[src/rtl/pwrseq_pkg.sv]
package pwrseq_pkg;
  typedef enum logic [1:0] {
    SQ_IDLE   = 2'd0,
    SQ_SETTLE = 2'd1,
    SQ_LOCKED = 2'd2
  } seq_state_e;

  typedef enum logic [1:0] {
    OP_REG_WR = 2'd0,
    OP_PROG   = 2'd1,
    OP_RUN    = 2'd2,
    OP_HALT   = 2'd3
  } cmd_op_e;

  // clock mode that needs the long settling wait
  localparam logic [2:0] MODE_SLOW_LOCK = 3'd4;
endpackage

[src/rtl/settle_timer.sv]
module settle_timer
  import pwrseq_pkg::*;
#(
  parameter int SHORT_TICKS = 50,
  parameter int LONG_TICKS  = 175,
  parameter int MODE_W      = 3
) (
  input  logic              clk,
  input  logic              init_rst_n,
  input  logic              clk_rst_n,
  input  logic              tick,
  input  logic [MODE_W-1:0] mode,
  output logic              gen_en,
  output logic              locked,
  output logic              lock_next
);
  localparam int MAXT = (SHORT_TICKS > LONG_TICKS) ? SHORT_TICKS : LONG_TICKS;
  localparam int CW   = $clog2(MAXT + 1);
  localparam logic [CW-1:0] SHORT_LAST = CW'(SHORT_TICKS - 1);
  localparam logic [CW-1:0] LONG_LAST  = CW'(LONG_TICKS - 1);

  seq_state_e    state_q, state_d;
  logic [CW-1:0] cnt_q, cnt_d;
  logic          long_q, long_d;
  logic [CW-1:0] last_cnt;

  assign last_cnt = long_q ? LONG_LAST : SHORT_LAST;

  always_comb begin
    state_d = state_q;
    cnt_d   = cnt_q;
    long_d  = long_q;
    if (!clk_rst_n) begin
      state_d = SQ_IDLE;
      cnt_d   = '0;
    end else begin
      case (state_q)
        SQ_IDLE: begin
          state_d = SQ_SETTLE;
          cnt_d   = '0;
          long_d  = (mode == MODE_W'(MODE_SLOW_LOCK));
        end
        SQ_SETTLE: begin
          if (tick) begin
            if (cnt_q == last_cnt) state_d = SQ_LOCKED;
            else                   cnt_d   = cnt_q + 1'b1;
          end
        end
        SQ_LOCKED: ;
        default: state_d = SQ_IDLE;
      endcase
    end
  end

  always_ff @(posedge clk or negedge init_rst_n) begin
    if (!init_rst_n) begin
      state_q <= SQ_IDLE;
      cnt_q   <= '0;
      long_q  <= 1'b0;
    end else begin
      state_q <= state_d;
      cnt_q   <= cnt_d;
      long_q  <= long_d;
    end
  end

  assign gen_en    = (state_q != SQ_IDLE);
  assign locked    = (state_q == SQ_LOCKED);
  assign lock_next = (state_d == SQ_LOCKED);

  // the tick count never passes the selected limit
  a_r3_count_bound: assert property (@(posedge clk) disable iff (!init_rst_n)
    (state_q == SQ_SETTLE) |-> (cnt_q <= last_cnt));
  // lock is only reached on a sampled tick
  a_r3_lock_on_tick: assert property (@(posedge clk) disable iff (!init_rst_n)
    $rose(locked) |-> $past(tick));
  // the chosen wait length stays fixed during a wait
  a_r5_mode_held: assert property (@(posedge clk) disable iff (!init_rst_n)
    (state_q == SQ_SETTLE) |=> (state_q != SQ_SETTLE) || $stable(long_q));
  // clock reset drops enable and lock
  a_r8_clkrst_drop: assert property (@(posedge clk) disable iff (!init_rst_n)
    !clk_rst_n |=> (!locked && !gen_en));
  // lock persists while clock reset is idle
  a_r9_lock_kept: assert property (@(posedge clk) disable iff (!init_rst_n)
    (locked && clk_rst_n) |=> locked);
endmodule

[src/rtl/cmd_gate.sv]
module cmd_gate
  import pwrseq_pkg::*;
#(
  parameter int DW = 8,
  parameter int AW = 2
) (
  input  logic          clk,
  input  logic          init_rst_n,
  input  logic          sys_rst_n,
  input  logic          lock_next,
  input  logic          cmd_valid,
  input  logic [1:0]    cmd_op,
  input  logic [AW-1:0] cmd_addr,
  input  logic [DW-1:0] cmd_data,
  output logic          cmd_ready,
  output logic          prog_valid,
  input  logic          prog_ready,
  output logic [DW-1:0] prog_data,
  output logic          ready,
  output logic          run,
  output logic          wr_en,
  output logic [AW-1:0] wr_addr,
  output logic [DW-1:0] wr_data
);
  cmd_op_e op;
  logic    gate_q;
  logic    run_q;
  logic    accept;

  assign op = cmd_op_e'(cmd_op);

  always_ff @(posedge clk or negedge init_rst_n) begin
    if (!init_rst_n) gate_q <= 1'b0;
    else             gate_q <= lock_next && sys_rst_n;
  end

  assign cmd_ready  = gate_q && ((op != OP_PROG) || prog_ready);
  assign accept     = cmd_valid && cmd_ready;
  assign prog_valid = cmd_valid && gate_q && (op == OP_PROG);
  assign prog_data  = cmd_data;
  assign wr_en      = accept && (op == OP_REG_WR);
  assign wr_addr    = cmd_addr;
  assign wr_data    = cmd_data;

  always_ff @(posedge clk or negedge init_rst_n) begin
    if (!init_rst_n)                    run_q <= 1'b0;
    else if (!sys_rst_n)                run_q <= 1'b0;
    else if (accept && op == OP_RUN)    run_q <= 1'b1;
    else if (accept && op == OP_HALT)   run_q <= 1'b0;
  end

  assign ready = gate_q;
  assign run   = run_q;

  // no program word leaves while the gate is shut
  a_r6_prog_gated: assert property (@(posedge clk) disable iff (!init_rst_n)
    prog_valid |-> ready);
  // system reset shuts the gate and halts the run state
  a_r9_sysrst_close: assert property (@(posedge clk) disable iff (!init_rst_n)
    !sys_rst_n |=> (!ready && !run));
  // an accepted program word is a completed downstream transfer
  a_r10_prog_xfer: assert property (@(posedge clk) disable iff (!init_rst_n)
    (cmd_valid && cmd_ready && cmd_op == 2'd1) |-> (prog_valid && prog_ready));
endmodule

[src/rtl/ctrl_regfile.sv]
module ctrl_regfile #(
  parameter int            NREG        = 4,
  parameter int            DW          = 8,
  parameter int            AW          = 2,
  parameter logic [DW-1:0] REG_DEFAULT = 'h5A
) (
  input  logic             clk,
  input  logic             init_rst_n,
  input  logic             wr_en,
  input  logic [AW-1:0]    wr_addr,
  input  logic [DW-1:0]    wr_data,
  output logic [NREG*DW-1:0] regs_o
);
  for (genvar i = 0; i < NREG; i++) begin : g_reg
    logic [DW-1:0] val_q;
    always_ff @(posedge clk or negedge init_rst_n) begin
      if (!init_rst_n)                         val_q <= REG_DEFAULT;
      else if (wr_en && wr_addr == AW'(i))     val_q <= wr_data;
    end
    assign regs_o[i*DW +: DW] = val_q;
  end

  // contents change only through an accepted write
  a_r11_hold: assert property (@(posedge clk) disable iff (!init_rst_n)
    !wr_en |=> $stable(regs_o));
endmodule

[src/rtl/pwrup_seq_ctrl.sv]
module pwrup_seq_ctrl
  import pwrseq_pkg::*;
#(
  parameter int SHORT_TICKS = 50,
  parameter int LONG_TICKS  = 175,
  parameter int NREG        = 4,
  parameter int DW          = 8,
  parameter logic [DW-1:0] REG_DEFAULT = 'h5A,
  localparam int AW = (NREG > 1) ? $clog2(NREG) : 1
) (
  input  logic              clk,
  input  logic              init_rst_n,
  input  logic              sys_rst_n,
  input  logic              clk_rst_n,
  input  logic              ref_tick,
  input  logic [2:0]        clk_mode,
  input  logic              cmd_valid,
  output logic              cmd_ready,
  input  logic [1:0]        cmd_op,
  input  logic [AW-1:0]     cmd_addr,
  input  logic [DW-1:0]     cmd_data,
  output logic              prog_valid,
  input  logic              prog_ready,
  output logic [DW-1:0]     prog_data,
  output logic              gen_en,
  output logic              clkout_en,
  output logic              ready,
  output logic              dsp_run,
  output logic [NREG*DW-1:0] ctrl_regs
);
  logic          lock_next;
  logic          wr_en;
  logic [AW-1:0] wr_addr;
  logic [DW-1:0] wr_data;

  settle_timer #(
    .SHORT_TICKS(SHORT_TICKS),
    .LONG_TICKS (LONG_TICKS),
    .MODE_W     (3)
  ) u_timer (
    .clk       (clk),
    .init_rst_n(init_rst_n),
    .clk_rst_n (clk_rst_n),
    .tick      (ref_tick),
    .mode      (clk_mode),
    .gen_en    (gen_en),
    .locked    (clkout_en),
    .lock_next (lock_next)
  );

  cmd_gate #(.DW(DW), .AW(AW)) u_gate (
    .clk       (clk),
    .init_rst_n(init_rst_n),
    .sys_rst_n (sys_rst_n),
    .lock_next (lock_next),
    .cmd_valid (cmd_valid),
    .cmd_op    (cmd_op),
    .cmd_addr  (cmd_addr),
    .cmd_data  (cmd_data),
    .cmd_ready (cmd_ready),
    .prog_valid(prog_valid),
    .prog_ready(prog_ready),
    .prog_data (prog_data),
    .ready     (ready),
    .run       (dsp_run),
    .wr_en     (wr_en),
    .wr_addr   (wr_addr),
    .wr_data   (wr_data)
  );

  ctrl_regfile #(
    .NREG(NREG), .DW(DW), .AW(AW), .REG_DEFAULT(REG_DEFAULT)
  ) u_regs (
    .clk       (clk),
    .init_rst_n(init_rst_n),
    .wr_en     (wr_en),
    .wr_addr   (wr_addr),
    .wr_data   (wr_data),
    .regs_o    (ctrl_regs)
  );

  // no register write lands before the clock is settled
  a_r6_no_early_write: assert property (@(posedge clk) disable iff (!init_rst_n)
    wr_en |-> clkout_en);
  // the command gate is never open without a settled clock
  a_r7_ready_locked: assert property (@(posedge clk) disable iff (!init_rst_n)
    ready |-> clkout_en);
  // when the clock settles with system reset idle, the gate opens with it
  a_r7_same_edge: assert property (@(posedge clk) disable iff (!init_rst_n)
    ($rose(clkout_en) && $past(sys_rst_n)) |-> ready);
endmodule

[config.mk]
export PLATFORM = sky130hd
export DESIGN_NAME = pwrup_seq_ctrl
export DESIGN_NICKNAME = d
export VERILOG_FILES = /design/src/rtl/pwrseq_pkg.sv /design/src/rtl/settle_timer.sv /design/src/rtl/cmd_gate.sv /design/src/rtl/ctrl_regfile.sv /design/src/rtl/pwrup_seq_ctrl.sv
export SDC_FILE = /design/constraint.sdc
export NUM_CORES = 1
export LEC_CHECK = 0
export CORE_MARGIN = 4
export CORE_UTILIZATION = 48
export CTS_CLUSTER_DIAMETER = 120
export DETAILED_ROUTE_END_ITERATION = 8
export HOLD_SLACK_MARGIN = 0.12
export PLACE_DENSITY = 0.84
export SETUP_SLACK_MARGIN = 0.2
export SLEW_MARGIN = 15
export SYNTH_ARGS = -nofsm -noshare
export SYNTH_HDL_FRONTEND = slang
export SYNTH_SLANG_ARGS = --single-unit
[constraint.sdc]
create_clock -name clk -period 4.7 [get_ports clk]
set_clock_uncertainty 0.1 [all_clocks]
set_input_delay 0.94 -clock clk [delete_from_list [all_inputs] [get_ports clk]]
set_output_delay 0.94 -clock clk [all_outputs]
set_load 0.005 [all_outputs]
After elaboration in Yosys (flattened, before gate mapping)
Cells that the tools add are included.
{ "op_classes": {"muxes": 12, "addsub": 1, "reduce_logical": 19, "n_eq_ne": 16} }
{ "ops": {"columns": ["op", "count"], "rows": [
  ["2-to-1 mux 8 bit", 4],
  ["case mux 8 bit (2 select lines)", 1],
  ["== test 2 bit, second input constant", 6],
  ["logical AND 1 bit", 12],
  ["adder 8 x 1 -> 8 bit, second input constant", 1],
  ["== test 8 bit", 1],
  ["== test 2 x 1 -> 1 bit, second input constant", 3],
  ["logical NOT 2 bit", 3],
  ["2-to-1 mux 2 bit", 3],
  ["!= test 3 x 1 -> 1 bit, second input constant", 2],
  ["!= test 3 bit, second input constant", 2],
  ["case mux 2 bit (3 select lines)", 1],
  ["== test 3 bit, second input constant", 1],
  ["2-to-1 mux 1 bit", 3],
  ["AND reduction 3 bit", 1],
  ["!= test 2 x 1 -> 1 bit, second input constant", 1],
  ["AND reduction 2 bit", 1],
  ["nonzero test 2 bit", 1],
  ["logical OR 1 bit", 1]
]} }
{ "totals": {"inputBits": 22, "regBits": 45, "word_cells": 57} }

Depth between registers and ports, before layout
{ "logic_depth": {"depth_word": 8, "ltp_mapped": 5} }

Modules after synthesis
A second synthesis with hierarchy kept.
{ "unflattened": {"cells_unflattened": 165, "area_unflattened_um2": 2110.8} }
{ "by_module_without_submodules": {"columns": ["module", "cells_per_inst", "instances", "area_per_inst_um2"], "rows": [
  ["ctrl_regfile", 68, 1, 1232.4],
  ["settle_timer", 67, 1, 635.6],
  ["cmd_gate", 30, 1, 242.7]
]} }

Worst setup path after synthesis
No wires, ideal clock.
{ "synth_timing": {"path_kind": "input -> output", "startpoint": "input port cmd_op[1]", "endpoint": "output port cmd_ready", "arrival_time_ps": 1246, "stages": 2, "path_buffers": 0, "slack_ps": 2414, "required_time_ps": 3660, "path_cell_list": "nand2b_1 > o21a_1"} }
{ "synth_via": {"elab_chain_cells": 3} }
{ "synth_lines": {"columns": ["item", "line_no", "source"], "rows": [
  ["start: declaration", "pwrup_seq_ctrl.sv:19", "input logic [1:0] cmd_op,"],
  ["!= test 2 x 1 -> 1 bit", "cmd_gate.sv:37", "assign cmd_ready = gate_q && ((op != OP_PROG) || prog_ready);"],
  ["logical OR 1 bit", "cmd_gate.sv:37", null],
  ["logical AND 1 bit", "cmd_gate.sv:37", null],
  ["end: declaration", "pwrup_seq_ctrl.sv:18", "output logic cmd_ready,"]
]} }
No other way between the ends.

Final worst setup path
Ends and elaborated chain as after synthesis.

==> flow_metrics.tcl <==
set metrics [dict create \
    antenna_found_initial 0 \
    grt.overflow.total 0 \
    hp-class "register to register" \
    dpl_cell_area_mm2 0.002646 \
    syn_area_mm2 0.001978 \
    drt-initial-drc-count 57 \
    syn_nets 175 \
    final_cell_mix "66 x clkdlybuf4s50_1, 32 x mux2_2, 29 x dfrtp_1, 16 x dfstp_2, 12 x nand2_1" \
    grt_util_all_layers_pct 16.76 \
    viasPerCell 5.197 \
    ant_nets 0 \
    final.setup.tns_ns 0 \
    diodes 0 \
    num_rows 23 \
    synth_compound_area_share_pct 3.732 \
    hold_buffers 0 \
    clkLatencyLatePin_ns 0.29 \
    cp.required_ns 3.66 \
    netlist-cell-type-count 33 \
    fill_cells 292 \
    worst_slack_ns 1.435 \
    cts_buffer_depth 2 \
    hold_violations 0 \
    max-slew-margin-rel_pct 37.73 \
    avgRoutedWirePerCell_um 15.37 \
    drive_gt1_share_pct 28.31 \
    cp_max_fo 3 \
    grt_first_pass_wirelength_um 6796 \
    ctsResizeCount 0 \
    clk_pin_slew_worst_paths_ns 0.07 \
    grt_max_degree 46 \
    drv_slew 0 \
    rsz0062_at_grt "false" \
    fmax_ghz 0.3063 \
    avgSynthCellArea_um2 13.01 \
    synth_mux_area_share_pct 18.22 \
    die_h_um 72.20 \
    cts_sinks 45 \
    p_leak_nw 1.170 \
    cts_tree "done" \
    powerDensity_mw_per_mm2 252.0 \
    total_power_w 0.0006924 \
    r2r_setup_slack_ns 2.76 \
    start_util_pct 49.45 \
    layout_commonest_cell "clkdlybuf4s50_1" \
    htree_levels 2 \
    tightestPinTransition_ns 0.9340 \
    dp_worst_setup_slack_ns 1.451 \
    synth-seq-cells 45 \
    arrival_ns 2.22 \
    cp-end-kind "output pin" \
    globalplace.congestion 0.7482 \
    synth_xor_area_share_pct 1.771 \
    place_hpwl_um 3053 \
    via_count 1398 \
    numPortBuffers 67 \
    final_cell_area_mm2 0.002748 \
    netlist_instances 152 \
    wl_um 4135 \
    ys_seq_area_share_pct 57.94 \
    setup_viol 0 \
    pin_count 68 \
    start_kind "input port" \
    synthAdderAreaFrac_pct 0.6325 \
    nets 241 \
    cap_violations 0 \
    core-area_mm2 0.004000 \
    grt_pass1_vias 1413 \
    postCtsSetupBuffers 0 \
    status "finished, final reports clean" \
    cts-root-buf "clkbuf_8" \
    period_minus_slack_ns 3.265 \
    critical_path_class "input port to output pin" \
    syn2layout_area_growth_pct 38.90 \
    ys_warn_count 0 \
    synthSimpleGateAreaFrac_pct 14.48 \
    cts_made_buffers 5 \
    synth_top_family_by_area "multiplexers" \
    die-area_mm2 0.005212 \
    drc 0 \
    drt-pass1-iter-count 4 \
    peakVddDrop_mv 0.1321 \
    period_share_pct 69.46 \
    timing.hold.ws_ns 0.3950 \
    fp.dieW_um 72.20 \
]
[layout make-up]
cell class / count / area [um2] / share of cell area (%)
clock buffers: 7 / 96.34 / 3.506
clock inverters: 1 / 5.005 / 0.1821
inverters: 1 / 3.754 / 0.1366
multi-input cells: 98 / 768.2 / 27.96
flip-flops and latches: 45 / 1146 / 41.71
well taps: 50 / 62.56 / 2.277
repair buffers: 67 / 665.6 / 24.23
[layer usage]
layer,track usage [%],vias up,part of all wire [%]
li1,-,663,-
met1,20.55,688,41
met2,29.02,40,51
met3,4.294,7,7.0
met4,5.010,0,1.3
met5,0,-,0
[cells by family (layout without fill, tap and decap cells)]
kind of cell,after synthesis,count (layout)
buffers and inverters,9,76
XOR/XNOR,4,4
flip-flops,45,45
AND/OR/NAND/NOR,49,49
multiplexers,32,32
AO/OA/AOI/OAI,12,12
adder cells (fa/ha/maj),1,1
[power by group]
group	internal, W	total, W	switching, W	leakage, nW
Clock	0.000133	0.000254	0.000121	0.0542
Sequential	0.000389	0.000391	0.00000209	0.567
Combinational	0.0000254	0.0000468	0.0000214	0.549
[sequential cells by signal, indices dropped and copies added, names as in the netlist]
register and count:
u_timer.long_q 1, u_regs.g.val_q 32, u_timer.state_q 2, u_gate.run 1
u_timer.cnt_q 8, u_gate.ready 1
[critical path: stages]
cell	delay, ns
clkdlybuf4s50_1	0.53
nand2b_1	0.15
o21a_1	0.11
clkdlybuf4s50_1	0.50
[Yosys cell counts]
library cell  instances  area [um2]
dfrtp_1              29       725.7
a31oi_1               1       6.260
nor3_2                1       10.01
nand2_1              12       45.04
nand4_1               2       12.51
buf_4                 8       60.06
nor4bb_1              2       20.02
xor2_1                3       26.28
and4b_1               1       10.01
nor3_1                1       5.000
and2_1                4       25.02
nand4b_1              1       8.760
xnor2_1               1       8.760
nor2_1                8       30.03
nand3b_1              2       15.01
nor2b_1               2       12.51
and4_1                1       8.760
o21ai_0               4       20.02
nand3_1               4       20.02
and2b_1               1       7.510
ha_1                  1       12.51
dfstp_2              16       420.4
or3_1                 2       12.51
or2_2                 2       12.51
a311oi_1              1       8.760
a21oi_2               1       8.760
mux2_2               32       360.4
a21oi_1               2       10.01
nand2b_1              2       12.51
o21a_1                1       7.510
inv_1                 1       3.750
o22ai_1               2       12.51
nor3b_4               1       18.77
[final timing paths]
kind,from,end,depth (start not counted)
max,cmd_op[1],cmd_ready,4
min,u_timer.state_q[1],u_timer.state_q[0],1
max reg2reg,u_gate.ready,u_regs.g_reg[0].val_q[2],4
min reg2reg,u_timer.state_q[1],u_timer.state_q[0],1
max in group asynchronous,init_rst_n,u_timer.cnt_q[0],1
min in group asynchronous,init_rst_n,u_regs.g_reg[1].val_q[7],1
[per-stage QoR]
step / instances / utilization [%]
finish: 269 / 68.69
global placement: 261 / 66.16
detailed placement: 261 / 66.16
global route: 269 / 68.69
floorplan: 152 / -
CTS: 269 / 68.69
Power figures use the tool's default switching activity.
